$ cat config.mk
export PLATFORM = sky130hd
export DESIGN_NAME = trap_alu
export DESIGN_NICKNAME = d
export VERILOG_FILES = /design/src/rtl/alu_pkg.sv /design/src/rtl/alu_tag_chk.sv /design/src/rtl/alu_datapath.sv /design/src/rtl/alu_cond.sv /design/src/rtl/trap_alu.sv
export SDC_FILE = /design/constraint.sdc
export NUM_CORES = 1
export LEC_CHECK = 0
export BUFFER_PORTS_ARGS = -buffer_cell sky130_fd_sc_hd__buf_2
export CAP_MARGIN = 5
export CELL_PAD_IN_SITES_DETAIL_PLACEMENT = 1
export CELL_PAD_IN_SITES_GLOBAL_PLACEMENT = 1
export CORE_MARGIN = 2
export CORE_UTILIZATION = 33
export CTS_BUF_LIST = sky130_fd_sc_hd__clkbuf_8
export DETAILED_ROUTE_END_ITERATION = 6
export HOLD_SLACK_MARGIN = 0.06
export PLACE_DENSITY_LB_ADDON = 0.1
export RECOVER_POWER = 25
export SLEW_MARGIN = 30
export SYNTH_ARGS = -nofsm -noshare
export SYNTH_HDL_FRONTEND = slang
export SYNTH_SLANG_ARGS = --single-unit
$ cat constraint.sdc
create_clock -name clk -period 28.5 [get_ports clk]
set_input_delay 5.7 -clock clk [delete_from_list [all_inputs] [get_ports clk]]
set_output_delay 5.7 -clock clk [all_outputs]
set_load 0.05 [all_outputs]
$ cat src/rtl/alu_pkg.sv
// Shared encodings for the trapping ALU.
// Assumes 4-bit operation and condition selectors; code 0 of the
// condition set doubles as the no-fault trap code.
package alu_pkg;

    typedef enum logic [3:0] {
        OP_SADD = 4'd0,
        OP_UADD = 4'd1,
        OP_SSUB = 4'd2,
        OP_USUB = 4'd3,
        OP_TADD = 4'd4,
        OP_TSUB = 4'd5,
        OP_PADD = 4'd6,
        OP_PSUB = 4'd7,
        OP_AND  = 4'd8,
        OP_OR   = 4'd9,
        OP_XOR  = 4'd10,
        OP_BND  = 4'd11
    } alu_op_e;

    typedef enum logic [3:0] {
        CC_NEVER  = 4'd0,
        CC_ZERO   = 4'd1,
        CC_NEG    = 4'd2,
        CC_LEZ    = 4'd3,
        CC_ALWAYS = 4'd4,
        CC_GEZ    = 4'd5,
        CC_POS    = 4'd6,
        CC_OVF    = 4'd7,
        CC_NOVF   = 4'd8,
        CC_BND    = 4'd9,
        CC_NBND   = 4'd10,
        CC_TAG    = 4'd11,
        CC_NTAG   = 4'd12
    } alu_cond_e;

    localparam logic [3:0] NO_FAULT = 4'd0;

endpackage

$ cat src/rtl/alu_tag_chk.sv
// Tag uniformity checker: reports whether the top TAG_BITS bits of a
// word are all equal. Assumes 1 <= TAG_BITS <= W.
module alu_tag_chk #(
    parameter int W        = 32,
    parameter int TAG_BITS = 3
) (
    input  logic [W-1:0] word_in,
    output logic         uniform
);
    localparam int NPAIR = (TAG_BITS > 1) ? TAG_BITS - 1 : 1;

    logic [NPAIR-1:0] diff;

    generate
        if (TAG_BITS > 1) begin : g_multi
            for (genvar i = 0; i < TAG_BITS - 1; i++) begin : g_pair
                // Adjacent tag bits differ
                assign diff[i] = word_in[W-1-i] ^ word_in[W-2-i];
            end
        end else begin : g_single
            // A single tag bit is trivially uniform
            assign diff = '0;
        end
    endgenerate

    // Uniform when no adjacent pair differs
    assign uniform = ~|diff;

endmodule

$ cat src/rtl/alu_datapath.sv
// ALU datapath: one shared adder serves every add, subtract and bounds
// operation; the bitwise operations sit beside it. Produces the result,
// the carry value to store, the side flags and whether conditions are
// evaluated. Assumes cin is the current carry register.
module alu_datapath
    import alu_pkg::*;
#(
    parameter int W        = 32,
    parameter int TAG_BITS = 3
) (
    input  logic [3:0]   op,
    input  logic [W-1:0] a,
    input  logic [W-1:0] b,
    input  logic         cin,
    output logic [W-1:0] res,
    output logic         carry_nxt,
    output logic         ovf,
    output logic         bnd,
    output logic         tag_err,
    output logic         cond_en
);
    localparam int NCHK = 3;

    logic         inv_b;
    logic         add_ci;
    logic [W-1:0] add_y;
    logic [W:0]   add_full;
    logic [W-1:0] sum;
    logic         cout;
    logic         sa, sb, sr;
    logic [W-1:0] chk_word [NCHK];
    logic [NCHK-1:0] chk_ok;
    alu_op_e      op_e;

    assign op_e = alu_op_e'(op);

    // Select adder operand inversion and carry-in per operation
    always_comb begin
        inv_b  = 1'b0;
        add_ci = 1'b0;
        unique case (op_e)
            OP_SADD, OP_UADD: begin inv_b = 1'b0; add_ci = cin;  end
            OP_SSUB, OP_USUB: begin inv_b = 1'b1; add_ci = ~cin; end
            OP_TADD, OP_PADD: begin inv_b = 1'b0; add_ci = 1'b0; end
            OP_TSUB, OP_PSUB,
            OP_BND:           begin inv_b = 1'b1; add_ci = 1'b1; end
            default:          begin inv_b = 1'b0; add_ci = 1'b0; end
        endcase
    end

    // Shared adder
    assign add_y    = inv_b ? ~b : b;
    assign add_full = {1'b0, a} + {1'b0, add_y} + {{W{1'b0}}, add_ci};
    assign sum      = add_full[W-1:0];
    assign cout     = add_full[W];

    assign sa = a[W-1];
    assign sb = b[W-1];
    assign sr = sum[W-1];

    // Tag checks on A, B and the sum
    assign chk_word[0] = a;
    assign chk_word[1] = b;
    assign chk_word[2] = sum;

    generate
        for (genvar g = 0; g < NCHK; g++) begin : g_tag
            alu_tag_chk #(.W(W), .TAG_BITS(TAG_BITS)) i_chk (
                .word_in (chk_word[g]),
                .uniform (chk_ok[g])
            );
        end
    endgenerate

    // Result, flags and carry write-back value per operation
    always_comb begin
        res       = '0;
        carry_nxt = cin;
        ovf       = 1'b0;
        bnd       = 1'b0;
        tag_err   = 1'b0;
        cond_en   = 1'b1;
        unique case (op_e)
            OP_SADD: begin
                res       = sum;
                ovf       = (sa == sb) && (sr != sa);
                carry_nxt = 1'b0;
            end
            OP_SSUB: begin
                res       = sum;
                ovf       = (sa != sb) && (sr != sa);
                carry_nxt = 1'b0;
            end
            OP_UADD: begin
                res       = sum;
                carry_nxt = cout;
            end
            OP_USUB: begin
                res       = sum;
                carry_nxt = ~cout;
            end
            OP_TADD, OP_TSUB: begin
                res       = sum;
                tag_err   = ~&chk_ok;
                carry_nxt = 1'b0;
            end
            OP_PADD, OP_PSUB: begin
                res       = sum;
            end
            OP_BND: begin
                res       = a;
                bnd       = cout;
            end
            OP_AND: begin
                res     = a & b;
                cond_en = 1'b0;
            end
            OP_OR: begin
                res     = a | b;
                cond_en = 1'b0;
            end
            OP_XOR: begin
                res     = a ^ b;
                cond_en = 1'b0;
            end
            default: begin
                res     = '0;
                cond_en = 1'b0;
            end
        endcase
    end

endmodule

$ cat src/rtl/alu_cond.sv
// Trap condition evaluator: tests the selected condition against the
// result and side flags and emits the condition code when it holds.
// Assumes results are two's complement; reserved codes never trap.
module alu_cond
    import alu_pkg::*;
#(
    parameter int W = 32
) (
    input  logic [3:0]   cond,
    input  logic         enable,
    input  logic [W-1:0] res,
    input  logic         ovf,
    input  logic         bnd,
    input  logic         tag_err,
    output logic         hit,
    output logic [3:0]   code
);
    logic      is_zero;
    logic      is_neg;
    logic      holds;
    alu_cond_e cond_e;

    assign cond_e  = alu_cond_e'(cond);
    assign is_zero = (res == '0);
    assign is_neg  = res[W-1];

    // Decide whether the selected condition is true
    always_comb begin
        unique case (cond_e)
            CC_NEVER:  holds = 1'b0;
            CC_ZERO:   holds = is_zero;
            CC_NEG:    holds = is_neg;
            CC_LEZ:    holds = is_neg | is_zero;
            CC_ALWAYS: holds = 1'b1;
            CC_GEZ:    holds = ~is_neg;
            CC_POS:    holds = ~is_neg & ~is_zero;
            CC_OVF:    holds = ovf;
            CC_NOVF:   holds = ~ovf;
            CC_BND:    holds = bnd;
            CC_NBND:   holds = ~bnd;
            CC_TAG:    holds = tag_err;
            CC_NTAG:   holds = ~tag_err;
            default:   holds = 1'b0;
        endcase
    end

    // Gate by operation class and form the trap code
    assign hit  = enable & holds;
    assign code = hit ? cond : NO_FAULT;

endmodule

$ cat src/rtl/trap_alu.sv
// Trapping ALU top: datapath, condition evaluator and the persistent
// carry register. Result and trap outputs are combinational; the carry
// is written on a strobed, non-trapping clock edge.
// Assumes a synchronous active-low reset.
module trap_alu
    import alu_pkg::*;
#(
    parameter int W        = 32,
    parameter int TAG_BITS = 3
) (
    input  logic         clk,
    input  logic         rst_n,
    input  logic         op_valid,
    input  logic [W-1:0] op_a,
    input  logic [W-1:0] op_b,
    input  logic [3:0]   op_sel,
    input  logic [3:0]   cond_sel,
    output logic [W-1:0] result,
    output logic [3:0]   trap_code,
    output logic         trap_hit,
    output logic         carry_q
);
    logic carry_nxt;
    logic ovf, bnd, tag_err, cond_en;

    alu_datapath #(.W(W), .TAG_BITS(TAG_BITS)) i_dp (
        .op        (op_sel),
        .a         (op_a),
        .b         (op_b),
        .cin       (carry_q),
        .res       (result),
        .carry_nxt (carry_nxt),
        .ovf       (ovf),
        .bnd       (bnd),
        .tag_err   (tag_err),
        .cond_en   (cond_en)
    );

    alu_cond #(.W(W)) i_cond (
        .cond    (cond_sel),
        .enable  (cond_en),
        .res     (result),
        .ovf     (ovf),
        .bnd     (bnd),
        .tag_err (tag_err),
        .hit     (trap_hit),
        .code    (trap_code)
    );

    // Carry register: cleared on reset, written on a strobed non-trapping op
    always_ff @(posedge clk) begin
        if (!rst_n)
            carry_q <= 1'b0;
        else if (op_valid && !trap_hit)
            carry_q <= carry_nxt;
    end

    // reset clears the carry on the following edge
    a_r1_reset_clears: assert property (@(posedge clk)
        !rst_n |=> !carry_q);

    // no strobe, no carry change
    a_r10_idle_holds: assert property (@(posedge clk) disable iff (!rst_n)
        !op_valid |=> carry_q == $past(carry_q));

    // a trapping op leaves the carry alone
    a_r10_trap_holds: assert property (@(posedge clk) disable iff (!rst_n)
        (op_valid && trap_hit) |=> carry_q == $past(carry_q));

    // trap flag and trap code agree
    a_r9_code_flag: assert property (@(posedge clk) disable iff (!rst_n)
        trap_hit == (trap_code != NO_FAULT));

    // bitwise ops never trap
    a_r8_logic_no_trap: assert property (@(posedge clk) disable iff (!rst_n)
        (op_sel == OP_AND || op_sel == OP_OR || op_sel == OP_XOR) |-> !trap_hit);

    // bounds check passes A through
    a_r7_bnd_passes_a: assert property (@(posedge clk) disable iff (!rst_n)
        (op_sel == OP_BND) |-> result == op_a);

    // plain add/subtract leaves the carry unchanged
    a_r6_plain_keeps_carry: assert property (@(posedge clk) disable iff (!rst_n)
        (op_valid && (op_sel == OP_PADD || op_sel == OP_PSUB)) |=> carry_q == $past(carry_q));

endmodule

==> impl_metrics.env <==
export IMPL_max_cap_viol_count=1
export IMPL_wl_per_cell_um=19.3
export IMPL_multiInputGateArea_mm2=0.00469
export IMPL_reg_largest_list="carry_q: 1 flops"
export IMPL_vias_per_cell=5.63
export IMPL_fmax_mhz=47.3
export IMPL_grt_pass1_wl_um=30600
export IMPL_endpoint_kind="output pin"
export IMPL_clock_latency_ns=0
export IMPL_min_period_ns=21.16
export IMPL_path_cells="buf_2, clkbuf_1, inv_1, nand3_1, nand2_1, clkbuf_1, xnor2_1, fa_1, fa_1, a21o_1, a221oi_2, nor3_2, or4_1, a32o_1, or4_1, or3_1, or4_4, or3_4, o31ai_4, nand2_1, and2_1, buf_2"
export IMPL_max_stage_delay_ns=1.66
export IMPL_placementRows=46
export IMPL_top_register="carry_q"
export IMPL_final_cell_mix="inv_1, buf_2, ha_1"
export IMPL_wl_met1_um=8590
export IMPL_layout_nets=965
export IMPL_yosys_warnings=0
export IMPL_route_met3_wl_um=783
export IMPL_fill_cells=2009
export IMPL_async_flop_share=0
export IMPL_slew_violations=50
export IMPL_finClkSkew_ns=0
export IMPL_tns_ns=0
export IMPL_cts_hold_buf=0
export IMPL_drtAntennaViolNets=0
export IMPL_cts_resized=0
export IMPL_place_congestion=0.888
export IMPL_largest_register_ffs=1
export IMPL_die_x_um=130
export IMPL_hold_path_class="flip-flop to flip-flop"
export IMPL_cpLargestDelayFamily="buffers and inverters"
export IMPL_max_slew_margin=-0.576
export IMPL_synth_avg_cell_area_um2=7.39
export IMPL_period_share=0.742
export IMPL_seq_area_um2=20.0
export IMPL_syn_inst=710
export IMPL_arrival_ns=15.46
export IMPL_die_area_mm2=0.0169
export IMPL_die_h_um=130
export IMPL_drc_errors=0
export IMPL_status="finished, violations left"
export IMPL_diodes=0
export IMPL_overflow=0
export IMPL_synth_area_leaders="ha_1, mux4_2, inv_1"
export IMPL_synth_edff_count=0
export IMPL_firstDrtPassIters=4
export IMPL_syn2layout_area_growth_pct=13.8
export IMPL_synth_area_mm2=0.00525
export IMPL_path_max_fanout=49
export IMPL_grt_antenna_before_repair=0
export IMPL_p_leak_uw=0.00280
export IMPL_drive_gt1_frac=0.197
export IMPL_critPathSlowestCell="clkbuf_1"
export IMPL_dpl_hpwl_um=15900
export IMPL_violations="capacitance limit, slew limit"
export IMPL_grt_usage=0.225
export IMPL_finalSetupViolations=0
export IMPL_port_buffers=112
export IMPL_start_kind="input port"
export IMPL_timing_hold_violations_final=0
export IMPL_cellPowerDensity_mw_per_mm2=34.4
export IMPL_cts_setup_buffers=0
export IMPL_initial_core_util=0.334
export IMPL_synth_yosys_seq_area_share=0.00381
export IMPL_wirelength_um=19400
export IMPL_grt_pass1_vias=5879
export IMPL_core_mm2=0.0157
export IMPL_rsz0062_at_grt="false"
export IMPL_ys_types=70
export IMPL_layout_commonest_cell="inv_1"
export IMPL_synth_largest_area_cell="ha_1"
export IMPL_synthesis_nets=882
export IMPL_worstSetupPathType="input port to output pin"
export IMPL_synth_seq_cells=1
export IMPL_dr_first_iter_drc_count=165
export IMPL_r2r_setup_slack_ns=22.87
export IMPL_power_uw=205
export IMPL_ys_flop_type="dfxtp_1"
export IMPL_top_layer="met4"
export IMPL_worstMarginPinSlew_ns=2.36
export IMPL_wl_met2_um=9730
export IMPL_num_io_pins=113
export IMPL_synth_top_area_frac=0.226
export IMPL_grt_max_degree=50
export IMPL_ir_worst_vdd_mv=0.0144
export IMPL_path_buf_inv=5
export IMPL_clk_pin_slew_ns=0
export IMPL_vias=5674
export IMPL_cp_required_ns=22.80
==> where the power goes <==
group	leakage (uW)	switching (uW)	total (uW)	internal, uW
Clock	0	0	0	0
Sequential	0.00000809	0.0610	1.54	1.47
Combinational	0.00279	137	204	66.4
==> per-stage QoR <==
step | worst slack (ns) | hold slack (ns) | std cells | cell area (um^2) | util
floorplan | 9.92 | 0.693 | 710 | 5250 | -
global placement | 10.05 | 0.518 | 1007 | 5980 | 0.381
detailed placement | 9.89 | 0.531 | 1007 | 5980 | 0.381
CTS | 9.89 | 0.545 | 1007 | 5980 | 0.381
global route | 6.67 | 0.577 | 1007 | 5970 | 0.380
finish | 7.34 | 0.544 | 1007 | 5970 | 0.380
==> layout make-up <==
class,count,share of cell area
multi-input combinational,565,0.786
timing repair buffer,117,0.0976
inverter,108,0.0679
tap,216,0.0453
sequential,1,0.00335
==> synth_stat cells, types with 6 or more instances <==
cell and number:
nor3_1 16, xor2_1 7, or4_1 8, nand4_1 11, o31ai_1 6, nor4_1 6, ha_1 95, a21o_1 11
a211oi_1 9, o31a_1 7, nor2_1 32, nand3_1 22, o21a_1 11, nand2_1 62, o21ai_0 42, o211ai_1 7
mux4_2 32, xnor2_1 39, clkbuf_1 28, a21oi_1 43, inv_1 108, and3_1 10
==> cell families (layout without fill, tap and decap cells) <==
| family | count (synthesis) | count (layout) | share of synthesized area |
|---|---|---|---|
| simple gates | 202 | 202 | 0.198 |
| buf+inv | 144 | 225 | 0.104 |
| xor+xnor | 46 | 46 | 0.0767 |
| fa+ha+maj | 97 | 97 | 0.234 |
| compound gates | 182 | 182 | 0.235 |
| mux | 38 | 38 | 0.149 |
| flops | 1 | 1 | 0.00381 |
==> tightest hold or removal path, cell delays in order, from the launching register on <==
cell	delay [ns]
dfxtp_1	0.33
nand2_1	0.08
mux2i_1	0.07
==> metal layers <==
| layer | vias to the layer above | GRT usage |
|---|---|---|
| li1 | 2743 | - |
| met1 | 2791 | 0.300 |
| met2 | 120 | 0.409 |
| met3 | 20 | 0.00984 |
| met4 | 0 | 0.0348 |
| met5 | - | 0 |
==> final timing paths <==
| kind | start | end | depth (start not counted) |
|---|---|---|---|
| worst max-delay path | op_sel[3] | trap_code[3] | 22 |
| worst min-delay path | carry_q | carry_q | 2 |
| worst max register to register | carry_q | carry_q | 17 |
| worst min register to register | carry_q | carry_q | 2 |
(Power assumes the default switching activity.)
